`src/rtl/dma_arb_pkg.sv`:
```
package dma_arb_pkg;
  typedef enum logic {
    PRIO_FIXED  = 1'b0,
    PRIO_ROTATE = 1'b1
  } prio_mode_e;
endpackage

```
`src/rtl/dma_arb_reqmask.sv`:
```
module dma_arb_reqmask #(
  parameter int NUM_CH = 4
) (
  input  logic [NUM_CH-1:0] req,
  input  logic [NUM_CH-1:0] chan_en,
  output logic [NUM_CH-1:0] masked,
  output logic              any_req
);
  assign masked  = req & chan_en;
  assign any_req = |masked;
endmodule

```
`src/rtl/dma_arb_select.sv`:
```
module dma_arb_select #(
  parameter int NUM_CH = 4,
  parameter int IDXW   = (NUM_CH > 1) ? $clog2(NUM_CH) : 1
) (
  input  logic [NUM_CH-1:0] masked,
  input  logic [IDXW-1:0]   top,
  output logic [NUM_CH-1:0] win_oh,
  output logic [IDXW-1:0]   win_idx,
  output logic              found
);
  // circular search from 'top'; returns {found, index}
  function automatic logic [IDXW:0] pick(input logic [NUM_CH-1:0] m,
                                         input logic [IDXW-1:0] start);
    logic          hit;
    logic [IDXW-1:0] idx;
    hit = 1'b0;
    idx = '0;
    for (int k = 0; k < NUM_CH; k++) begin
      int c;
      c = (int'(start) + k) % NUM_CH;
      if (!hit && m[c]) begin
        hit = 1'b1;
        idx = IDXW'(c);
      end
    end
    return {hit, idx};
  endfunction

  logic [IDXW:0] result;
  assign result  = pick(masked, top);
  assign found   = result[IDXW];
  assign win_idx = result[IDXW-1:0];
  assign win_oh  = found ? (NUM_CH'(1) << win_idx) : '0;
endmodule

```
`src/rtl/dma_arb_rotptr.sv`:
```
module dma_arb_rotptr #(
  parameter int NUM_CH = 4,
  parameter int IDXW   = (NUM_CH > 1) ? $clog2(NUM_CH) : 1
) (
  input  logic            clk,
  input  logic            rst_n,
  input  logic            advance,
  input  logic [IDXW-1:0] served_idx,
  output logic [IDXW-1:0] top_ptr
);
  function automatic logic [IDXW-1:0] successor(input logic [IDXW-1:0] i);
    return (int'(i) == NUM_CH - 1) ? '0 : IDXW'(int'(i) + 1);
  endfunction

  always_ff @(posedge clk or negedge rst_n) begin
    if (!rst_n)       top_ptr <= '0;
    else if (advance) top_ptr <= successor(served_idx);
  end

  // start point moves only on a completion
  a_r10_ptr_still: assert property (@(posedge clk) disable iff (!rst_n)
    !advance |=> $stable(top_ptr));
endmodule

```
`src/rtl/dma_prio_arbiter.sv`:
```
module dma_prio_arbiter #(
  parameter int NUM_CH = 4
) (
  input  logic              clk,
  input  logic              rst_n,
  input  logic [NUM_CH-1:0] req,
  input  logic [NUM_CH-1:0] chan_en,
  input  logic              rotate_mode,
  input  logic              svc_done,
  output logic [NUM_CH-1:0] grant,
  output logic              busy
);
  import dma_arb_pkg::*;
  localparam int IDXW = (NUM_CH > 1) ? $clog2(NUM_CH) : 1;

  logic [NUM_CH-1:0] masked;
  logic              any_req;
  logic [IDXW-1:0]   rot_top, search_top, win_idx, gidx_q;
  logic [NUM_CH-1:0] win_oh, grant_q;
  logic              win_found, busy_q;
  prio_mode_e        mode;

  assign mode       = prio_mode_e'(rotate_mode);
  assign search_top = (mode == PRIO_ROTATE) ? rot_top : '0;

  // named internal events
  logic complete_evt, launch_evt;
  assign complete_evt = busy_q && svc_done;
  assign launch_evt   = !busy_q && win_found;

  dma_arb_reqmask #(.NUM_CH(NUM_CH)) u_mask (
    .req(req), .chan_en(chan_en), .masked(masked), .any_req(any_req));

  dma_arb_select #(.NUM_CH(NUM_CH), .IDXW(IDXW)) u_sel (
    .masked(masked), .top(search_top), .win_oh(win_oh),
    .win_idx(win_idx), .found(win_found));

  dma_arb_rotptr #(.NUM_CH(NUM_CH), .IDXW(IDXW)) u_ptr (
    .clk(clk), .rst_n(rst_n), .advance(complete_evt),
    .served_idx(gidx_q), .top_ptr(rot_top));

  always_ff @(posedge clk or negedge rst_n) begin
    if (!rst_n) begin
      grant_q <= '0;
      busy_q  <= 1'b0;
      gidx_q  <= '0;
    end else if (complete_evt) begin
      grant_q <= '0;
      busy_q  <= 1'b0;
    end else if (launch_evt) begin
      grant_q <= win_oh;
      busy_q  <= 1'b1;
      gidx_q  <= win_idx;
    end
  end

  assign grant = grant_q;
  assign busy  = busy_q;

  a_r3_onehot: assert property (@(posedge clk) disable iff (!rst_n)
    $onehot0(grant) && (busy == (grant != '0)));
  a_r4_launch: assert property (@(posedge clk) disable iff (!rst_n)
    (!busy && any_req) |=> busy);
  a_r2_masked_only: assert property (@(posedge clk) disable iff (!rst_n)
    $rose(busy) |-> ((grant & $past(masked)) != '0));
  a_r5_fixed_lowest: assert property (@(posedge clk) disable iff (!rst_n)
    ($rose(busy) && !$past(rotate_mode)) |-> (($past(masked) & (grant - NUM_CH'(1))) == '0));
  a_r8_hold: assert property (@(posedge clk) disable iff (!rst_n)
    (busy && !svc_done) |=> (busy && $stable(grant)));
  a_r9_release: assert property (@(posedge clk) disable iff (!rst_n)
    (busy && svc_done) |=> !busy);
endmodule

```
`config.mk`:
```
export PLATFORM = sky130hd
export DESIGN_NAME = dma_prio_arbiter
export DESIGN_NICKNAME = d
export VERILOG_FILES = /design/src/rtl/dma_arb_pkg.sv /design/src/rtl/dma_arb_reqmask.sv /design/src/rtl/dma_arb_select.sv /design/src/rtl/dma_arb_rotptr.sv /design/src/rtl/dma_prio_arbiter.sv
export SDC_FILE = /design/constraint.sdc
export NUM_CORES = 1
export LEC_CHECK = 0
export BUFFER_PORTS_ARGS = -buffer_cell sky130_fd_sc_hd__clkbuf_2
export CAP_MARGIN = 20
export CORE_MARGIN = 2
export CORE_UTILIZATION = 45
export DETAILED_ROUTE_END_ITERATION = 16
export GPL_TIMING_DRIVEN = 0
export PLACE_DENSITY = 0.77
export RECOVER_POWER = 100
export SETUP_SLACK_MARGIN = 0.5
export SYNTH_ARGS = -nofsm -noshare
export SYNTH_HDL_FRONTEND = slang
export SYNTH_SLANG_ARGS = --single-unit
```
`constraint.sdc`:
```
create_clock -name clk -period 2.2 [get_ports clk]
set_clock_uncertainty 0.15 [all_clocks]
set_input_delay 0.11 -clock clk [delete_from_list [all_inputs] [get_ports clk]]
set_output_delay 0.11 -clock clk [all_outputs]
set_load 0.02 [all_outputs]
```
==> results of run 1 <==
## registers in the layout, summed over array words and instances, names as in the netlist
name,cells
grant,4
gidx_q,2
u_ptr.top_ptr,2
busy,1
## layer usage
metal	track usage, %	wire, µm	part of all wire [%]
met1	25.3	584	47
met2	28.6	573	46
met3	6.67	70	5.6
met4	7.76	14	1.1
met5	0	0	0
## logic make-up (layout without fill, tap and decap cells)
kind of cell / count (synthesis) / in the layout / synth area share, %
flops: 9 / 9 / 38.5
compound gates: 27 / 27 / 35.9
buf+inv: 4 / 26 / 2.78
fa+ha+maj: 1 / 1 / 2.14
simple gates: 17 / 17 / 14.5
mux: 3 / 3 / 6.20
## synthesized netlist by cell type (2+ instances only)
cell type	count
inv_1	2
o21ai_0	4
nand2_1	10
o211ai_1	2
a22o_1	3
a221o_1	2
a22oi_1	2
o21a_1	2
dfrtp_1	9
## metrics by stage
step / power (mW) / cell area, µm² / hold WS, ps / setup WS [ps] / utilization (%)
CTS: 0.718 / 734 / 34.4 / 389 / 63.5
global placement: 0.563 / 689 / -176 / 368 / 59.6
floorplan: 0.487 / 592 / -336 / 457 / -
global route: 0.747 / 719 / 81.9 / 224 / 62.2
finish: 0.693 / 719 / 39.7 / 301 / 62.2
detailed placement: 0.570 / 689 / -170 / 370 / 59.6
## path summary, 6_finish.rpt
kind                                         startpoint  cells after the start                      endpoint
setup / recovery           u_ptr.top_ptr[0]$_DFFE_PN0P_                      5         gidx_q[0]$_DFFE_PN0P_
hold / removal                                 svc_done                      3  u_ptr.top_ptr[0]$_DFFE_PN0P_
setup reg to reg           u_ptr.top_ptr[0]$_DFFE_PN0P_                      5         gidx_q[0]$_DFFE_PN0P_
hold reg to reg                   gidx_q[0]$_DFFE_PN0P_                      1  u_ptr.top_ptr[0]$_DFFE_PN0P_
max in group asynchronous                         rst_n                      2  u_ptr.top_ptr[0]$_DFFE_PN0P_
min in group asynchronous                         rst_n                      2          grant[1]$_DFFE_PN0P_
## critical path: stages (launching register included)
cell	delay, ps
dfrtp_1	470
nand2_1	150
or4_1	420
o211ai_1	110
o211ai_2	160
mux2_1	320
## final cells by class
cell class | count | area share [%]
clock buffers | 4 | 3.65
well taps | 14 | 2.43
repair buffers | 18 | 12.5
multi-input cells | 48 | 47.0
flip-flops and latches | 9 | 31.3
plain buffers | 2 | 2.09
inverters | 2 | 1.04
## power by group
part	leakage, nW	switching [mW]	internal, mW
registers	0.114	0.0411	0.217
logic	0.201	0.165	0.143
clock network	0.0150	0.0575	0.0698
total	0.329	0.263	0.430
## repair_timing
item	CTS	global route
endpoints found under the hold margin	9	0
endpoints found under the setup margin	5	5
hold buffers	1	0
pin swaps	3	1
gates resized for setup	1	0
buffers inserted	1	0
==> results.sh, run 1 <==
export IMPL_rrSetupSlack_ps=300
export IMPL_status="complete, no violations"
export IMPL_arrival_ps=1880
export IMPL_clkLatencyLatePin_ps=260
export IMPL_nFillCells=109
export IMPL_initial_core_util_pct=50.6
export IMPL_drtPass1Iterations=4
export IMPL_routed_wl_mm=1.24
export IMPL_nets=97
export IMPL_setup_viol=0
export IMPL_io_buffers=16
export IMPL_relSlewSlack_pct=68.7
export IMPL_diodes=0
export IMPL_root_buffer="clkbuf_4"
export IMPL_cts_sinks=9
export IMPL_multi_input_area_um2=338
export IMPL_timing_fmax_mhz=527
export IMPL_detail_route_iter0_violations=10
export IMPL_die_w_um=40.1
export IMPL_final_layout_size_suffix_gt1_share_pct=24.1
export IMPL_hold_path_class="primary input to flop"
export IMPL_synth_edf_count=0
export IMPL_synthDominantCellAreaShare_pct=38.5
export IMPL_grt_pass1_wl_mm=2.00
export IMPL_ys_types=34
export IMPL_cts_tree="done"
export IMPL_routedWlPerCell_um=12.8
export IMPL_hpwlAfterDp_um=957
export IMPL_grt_max_degree=10
export IMPL_ys_seq_area_share_pct=38.5
export IMPL_power_density_mw_per_mm2=964
export IMPL_area_growth_syn_to_layout_pct=22.9
export IMPL_yosys_area_top_type="dfrtp_1"
export IMPL_cts_buffers=3
export IMPL_syn_inst=61
export IMPL_stdcell_count=97
export IMPL_avgViaCountPerCell=5.77
export IMPL_num_io_pins=17
export IMPL_synth_main_ff_cell="dfrtp_1"
export IMPL_critical_path_class="flop to flop"
export IMPL_yosysWarnings=0
export IMPL_rows=12
export IMPL_grt_pass1_vias=482
export IMPL_antenna_found_initial=0
export IMPL_die_area_mm2=0.00161
export IMPL_cts_buffer_depth=2
export IMPL_worst_setup_path_end_kind="flop"
export IMPL_ys_seq_elements=9
export IMPL_synth_nets=74
export IMPL_layout_commonest_cell="nand2_1"
export IMPL_rsz0062_at_grt="yes"
export IMPL_routabilityCongestion=0.697
export IMPL_grt_total_usage_pct=19.3
export IMPL_worst_slew_pin_slew_ps=470
export IMPL_core_area_mm2=0.00116
export IMPL_setup_worst_path_start_class="flop"
export IMPL_final_cell_mix="nand2_1, clkbuf_2, dfrtp_1"
export IMPL_num_vias=560
export IMPL_die_height_um=40.1
export IMPL_ir_drop_mv=0.534
export IMPL_cts_reportedPaths_clkPinSlew_ps=60
export IMPL_finalHoldViolCount=0
export IMPL_dp_cells=91
export IMPL_finalMaxSlewViolations=0
export IMPL_drcViolationCount=0
export IMPL_synth_area_leaders="dfrtp_1, nand2_1, a22o_1"
export IMPL_period_share_pct=86.3
export IMPL_required_ps=2190
export IMPL_total_leakage_power_nw=0.329
export IMPL_ant_nets=0
export IMPL_grt_remaining_overflow=0
export IMPL_maxCapViolCount=0
export IMPL_layout_min_cycle_time_ps=1900
export IMPL_synth_area_um2=586
export IMPL_ctsHtreeMaxLevel=1
export IMPL_tns_ps=0
export IMPL_regArea_um2=225
export IMPL_syn_area_per_cell_um2=9.60
export IMPL_synthArstFlopShare_pct=100
export IMPL_cp_max_fo=8
Power figures use the tool's default switching activity.
==> run 2, diff against run 1 <==
- CORE_UTILIZATION: 45 -> 43
- clock period: 2.2 -> 1.7 ns (I/O delays scaled with it)
==> results.sh, run 2 (synthesis results as in run 1) <==
export IMPL_combPwrFrac_pct=50.9
export IMPL_detail_route_iter0_violations=15
export IMPL_avgViaCountPerCell=5.70
export IMPL_cts_buffers=3
export IMPL_dp_cells=92
export IMPL_hold_path_class="primary input to flop"
export IMPL_cp_max_fo=6
export IMPL_ant_nets=0
export IMPL_clkLatencyLatePin_ps=260
export IMPL_final_layout_size_suffix_gt1_share_pct=36.4
export IMPL_grt_max_degree=10
export IMPL_cts_buffer_depth=2
export IMPL_rsz0062_at_grt="yes"
export IMPL_ir_drop_mv=0.753
export IMPL_arrival_ps=1800
export IMPL_final_cell_mix="clkbuf_2, nand2_1, clkbuf_1"
export IMPL_holdBufCountCts=1
export IMPL_cts_reportedPaths_clkPinSlew_ps=60
export IMPL_num_io_pins=17
export IMPL_grt_remaining_overflow=0
export IMPL_setup_viol=5
export IMPL_p_switching_mw=0.391
export IMPL_worst_setup_path_end_kind="flop"
export IMPL_finalHoldViolCount=2
export IMPL_area_growth_syn_to_layout_pct=36.5
export IMPL_maxCapViolCount=0
export IMPL_regArea_um2=228
export IMPL_core_area_mm2=0.00128
export IMPL_rows=13
export IMPL_drcViolationCount=0
export IMPL_tns_ps=-425
export IMPL_routedWlPerCell_um=13.9
export IMPL_die_area_mm2=0.00167
export IMPL_period_share_pct=106
export IMPL_power_density_mw_per_mm2=1300
export IMPL_diodes=0
export IMPL_num_vias=587
export IMPL_stdcell_count=103
export IMPL_finalMaxSlewViolations=0
export IMPL_total_leakage_power_nw=0.367
export IMPL_setup_ws_ps=-106
export IMPL_antenna_found_initial=0
export IMPL_layout_commonest_cell="clkbuf_2"
export IMPL_nFillCells=114
export IMPL_worst_slew_pin_slew_ps=483
export IMPL_initial_core_util_pct=45.6
export IMPL_violations="negative hold slack, negative setup slack"
export IMPL_root_buffer="clkbuf_4"
export IMPL_timing_fmax_mhz=554
export IMPL_cts_sinks=9
export IMPL_p_seq_share_pct=33.4
export IMPL_nets=102
export IMPL_critical_path_class="flop to flop"
export IMPL_die_height_um=40.9
export IMPL_whs_ps=-33.4
export IMPL_hpwlAfterDp_mm=1.02
export IMPL_largest_reg_flops=4
export IMPL_grt_pass1_wl_mm=2.10
export IMPL_clkPwrFrac_pct=15.7
export IMPL_p_sw_share_pct=37.6
export IMPL_multi_input_area_um2=377
export IMPL_fin_util_pct=62.2
export IMPL_setup_worst_path_start_class="flop"
export IMPL_required_ps=1690
export IMPL_routabilityCongestion=0.694
export IMPL_die_w_um=40.9
export IMPL_grt_total_usage_pct=19.8
export IMPL_layout_min_cycle_time_ps=1810
export IMPL_grt_pass1_vias=492
export IMPL_ctsHtreeMaxLevel=1
export IMPL_routed_wl_mm=1.43
export IMPL_relSlewSlack_pct=67.8
export IMPL_status="finished, violations left"
export IMPL_drtPass1Iterations=4
export IMPL_io_buffers=16
export IMPL_internal_power_mw=0.649
export IMPL_cts_tree="done"
-- run 2: cell type report --
class / instances / share of cell area, %
clock buffers: 4 / 3.29
multi-input cells: 48 / 47.1
plain buffers: 2 / 1.88
well taps: 15 / 2.35
inverters: 2 / 0.939
flip-flops and latches: 9 / 28.5
repair buffers: 23 / 16.0
-- run 2: per-stage QoR --
stage          setup slack (ps)  area, µm²  hold slack (ps)  total power [mW]
2_1_floorplan             -42.6        614             -361             0.646
3_3_place_gp               -127        713             -202             0.744
3_5_place_dp               -143        713             -197             0.758
4_1_cts                    -115        808            -41.2              1.05
5_1_grt                    -160        800            -15.2              1.11
6_report                   -106        800            -33.4              1.04
-- run 2: repair_timing --
action | 4_1_cts | 5_1_grt
setup endpoints to repair | 7 | 7
gates resized for setup | 5 | 3
gates cloned | 0 | 0
setup buffers | 4 | 2
hold endpoints to repair | 11 | 2
pin swaps | 3 | 1
-- run 2: final timing paths --
path                                         startpoint                           end  slack, ps  depth (start not counted)
setup / recovery           u_ptr.top_ptr[1]$_DFFE_PN0P_         gidx_q[0]$_DFFE_PN0P_       -110                          5
hold / removal                                 svc_done  u_ptr.top_ptr[0]$_DFFE_PN0P_        -30                          3
setup reg to reg           u_ptr.top_ptr[1]$_DFFE_PN0P_         gidx_q[0]$_DFFE_PN0P_       -110                          5
hold reg to reg                   gidx_q[0]$_DFFE_PN0P_  u_ptr.top_ptr[0]$_DFFE_PN0P_        330                          1
max in group asynchronous                         rst_n  u_ptr.top_ptr[0]$_DFFE_PN0P_        910                          2
min in group asynchronous                         rst_n          grant[2]$_DFFE_PN0P_        140                          2
-- run 2: power groups by stage --
| stage | Combinational [mW] | Clock [mW] | Sequential, mW |
|---|---|---|---|
| 3_5_place_dp | 0.414 | 0 | 0.343 |
| 4_1_cts | 0.531 | 0.172 | 0.343 |
| 6_report | 0.530 | 0.164 | 0.347 |
| 5_1_grt | 0.582 | 0.179 | 0.353 |
| 2_1_floorplan | 0.285 | 0 | 0.362 |
| 3_3_place_gp | 0.403 | 0 | 0.340 |
-- run 2: critical path, cell delays in order, from the launching register on --
cell,delay [ps]
dfrtp_1,370
buf_6,120
or4_1,490
o211ai_1,150
o211ai_4,140
mux2_4,270
-- run 2: metal layers --
layer	GRT usage, %	share of wire [%]	up-vias
met5	0	0	-
met4	5.83	0	0
met3	7.61	4.5	0
met2	34.4	51	12
met1	22.0	45	281
li1	-	-	294
==> run 3, diff against run 2 <==
- ABC_AREA: default -> 1
- CORE_UTILIZATION: 43 -> 45
==> results.sh, run 3 <==
export IMPL_final_cell_mix="nand2_1, nand2_2, clkbuf_2"
export IMPL_yosysWarnings=0
export IMPL_core_area_mm2=0.00154
export IMPL_rsz0062_at_grt="yes"
export IMPL_cts_tree="done"
export IMPL_initial_core_util_pct=49.1
export IMPL_cpPeakStageDelay_ps=440
export IMPL_syn_area_per_cell_um2=6.76
export IMPL_pre_cts_ws_ps=-32.6
export IMPL_synth_area_um2=757
export IMPL_combPwrFrac_pct=64.8
export IMPL_p_switching_mw=0.809
export IMPL_maxCapViolCount=0
export IMPL_synthArstFlopShare_pct=100
export IMPL_ys_seq_elements=9
export IMPL_layout_commonest_cell="nand2_1"
export IMPL_grt_total_usage_pct=19.4
export IMPL_dp_cells=144
export IMPL_worst_setup_path_end_kind="flop"
export IMPL_final_layout_size_suffix_gt1_share_pct=38.4
export IMPL_grt_max_degree=10
export IMPL_internal_power_mw=0.773
export IMPL_power_density_mw_per_mm2=1570
export IMPL_cp_cell_sequence="nand2_4 -> buf_6 -> nand2_1 -> nand3_1 -> nand2_2 -> nand3_4 -> nor2_4 -> nor2_4 -> nor2_8 -> nand2_1 -> nand2_1"
export IMPL_routabilityCongestion=0.822
export IMPL_cts_reportedPaths_clkPinSlew_ps=60
export IMPL_ys_top_cells_by_count="nand2_1, nand3_1, nand2_2"
export IMPL_relSlewSlack_pct=67.3
export IMPL_largest_reg_flops=4
export IMPL_worst_slew_pin_slew_ps=491
export IMPL_setup_viol=1
export IMPL_clkPwrFrac_pct=10.4
export IMPL_layout_min_cycle_time_ps=1710
export IMPL_nets=152
export IMPL_period_share_pct=100
export IMPL_io_buffers=16
export IMPL_avgViaCountPerCell=5.21
export IMPL_stdcell_count=154
export IMPL_synth_area_leaders="dfrtp_1, nand2_1, nand2_2"
export IMPL_cts_sinks=9
export IMPL_die_w_um=45.0
export IMPL_hold_path_class="primary input to async pin"
export IMPL_finalMaxSlewViolations=0
export IMPL_setup_worst_path_start_class="flop"
export IMPL_drtPass1Iterations=4
export IMPL_synth_edf_count=0
export IMPL_clkLatencyLatePin_ps=260
export IMPL_cp_common_cell="nand2_1"
export IMPL_synth_main_ff_cell="dfrtp_1"
export IMPL_antenna_found_initial=0
export IMPL_grt_pass1_vias=732
export IMPL_area_growth_syn_to_layout_pct=33.1
export IMPL_yosysMostFrequentCell="nand2_1"
export IMPL_crit_buf_inv=1
export IMPL_crit_path_top_delay_cell="dfrtp_2"
export IMPL_cp_max_fo=6
export IMPL_drcViolationCount=0
export IMPL_num_vias=803
export IMPL_synthDominantCellAreaShare_pct=29.8
export IMPL_die_area_mm2=0.00203
export IMPL_routedWlPerCell_um=11.1
export IMPL_ys_types=20
export IMPL_syn_inst=112
export IMPL_cts_buffers=3
export IMPL_root_buffer="clkbuf_4"
export IMPL_cpLargestDelayFamily="simple AND/OR/NAND/NOR gates"
export IMPL_p_sw_share_pct=51.1
export IMPL_grt_remaining_overflow=0
export IMPL_finalHoldViolCount=0
export IMPL_routed_wl_mm=1.71
export IMPL_detail_route_iter0_violations=16
export IMPL_ys_seq_area_share_pct=29.8
export IMPL_yosys_area_top_type="dfrtp_1"
export IMPL_status="finished, violations left"
export IMPL_ctsHtreeMaxLevel=1
export IMPL_num_io_pins=17
export IMPL_cts_buffer_depth=2
export IMPL_violations="negative setup slack"
export IMPL_ant_nets=0
export IMPL_total_leakage_power_nw=0.562
export IMPL_critical_path_class="flop to flop"
export IMPL_required_ps=1710
export IMPL_grt_pass1_wl_mm=2.85
export IMPL_p_seq_share_pct=24.8
export IMPL_arrival_ps=1710
export IMPL_rows=14
export IMPL_timing_fmax_mhz=586
export IMPL_hpwlAfterDp_mm=1.24
export IMPL_diodes=0
export IMPL_synth_nets=125
export IMPL_ir_drop_mv=0.703
export IMPL_die_height_um=45.0
export IMPL_setup_ws_ps=-5.15
-- run 3: cell types whose count changed in the layout (fill, tap and decap cells not counted), moves of 3 or more --
cell | before | now
nand2_4 | 2 | 8
buf_4 | 6 | 2
nand3_1 | 1 | 8
a22o_1 | 3 | 0
inv_1 | 2 | 6
clkbuf_1 | 8 | 5
nand2_2 | 0 | 12
nor2_1 | 1 | 7
nand4_1 | 0 | 3
nand2_1 | 9 | 39
nand3_2 | 0 | 4
-- run 3: cell families after synthesis --
| family | after synthesis | share of synthesized area [%] |
|---|---|---|
| compound gates | 6 | 4.79 |
| fa+ha+maj | 1 | 1.65 |
| buf+inv | 10 | 5.62 |
| flops | 9 | 29.8 |
| simple gates | 86 | 58.2 |
-- run 3: per-stage QoR --
step | total power [mW] | setup TNS, ps | cell area, µm² | util, % | hold slack, ps
3_5_place_dp | 1.28 | -115 | 865 | 56.1 | -196
6_report | 1.58 | -5.15 | 1010 | 65.3 | 144
3_3_place_gp | 1.25 | 0 | 865 | 56.1 | -201
2_1_floorplan | 1.10 | 0 | 764 | - | -361
5_1_grt | 1.73 | -679 | 1010 | 65.3 | 193
4_1_cts | 1.54 | -85.7 | 977 | 63.4 | 62.4
-- run 3: cell type report --
cell class	instances	area, µm²
Fill cell	144	534
Timing Repair Buffer	22	133
Inverter	10	50.0
Clock buffer	4	26.3
Sequential cell	9	226
Tap cell	16	20.0
Multi-Input combinational cell	93	552
-- run 3: power groups by stage --
stage          clock network (mW)  registers [mW]  logic [mW]
3_5_place_dp                    0           0.388       0.890
3_3_place_gp                    0           0.385       0.865
6_report                    0.164           0.392        1.03
4_1_cts                     0.169           0.386       0.988
5_1_grt                     0.180           0.404        1.15
2_1_floorplan                   0           0.429       0.669
-- run 3: per-layer routing --
metal	vias up	routed length [µm]	track usage [%]
li1	415	-	-
met1	354	707	21.5
met2	29	881	34.3
met3	5	77	2.40
met4	0	46	12.4
met5	-	0	0
-- run 3: path summary, 6_finish.rpt --
kind                                                   start                      endpoint  slack, ps  cells after the start
worst min-delay path                                   rst_n         gidx_q[1]$_DFFE_PN0P_        140                      2
worst min register to register          grant[2]$_DFFE_PN0P_          grant[2]$_DFFE_PN0P_        310                      2
worst max-delay path            u_ptr.top_ptr[0]$_DFFE_PN0P_          grant[1]$_DFFE_PN0P_         -5                     11
worst max register to register  u_ptr.top_ptr[0]$_DFFE_PN0P_          grant[1]$_DFFE_PN0P_         -5                     11
max in group asynchronous                              rst_n  u_ptr.top_ptr[0]$_DFFE_PN0P_        900                      2
min in group clk                        grant[2]$_DFFE_PN0P_          grant[2]$_DFFE_PN0P_        310                      2
-- run 3: what timing repair did --
| action | CTS | global route |
|---|---|---|
| hold buffers | 2 | 0 |
| pin swaps | 4 | 2 |
| buffers inserted | 4 | 0 |
| resized for setup | 8 | 10 |
| setup endpoints to repair | 7 | 8 |
| hold endpoints to repair | 11 | 0 |
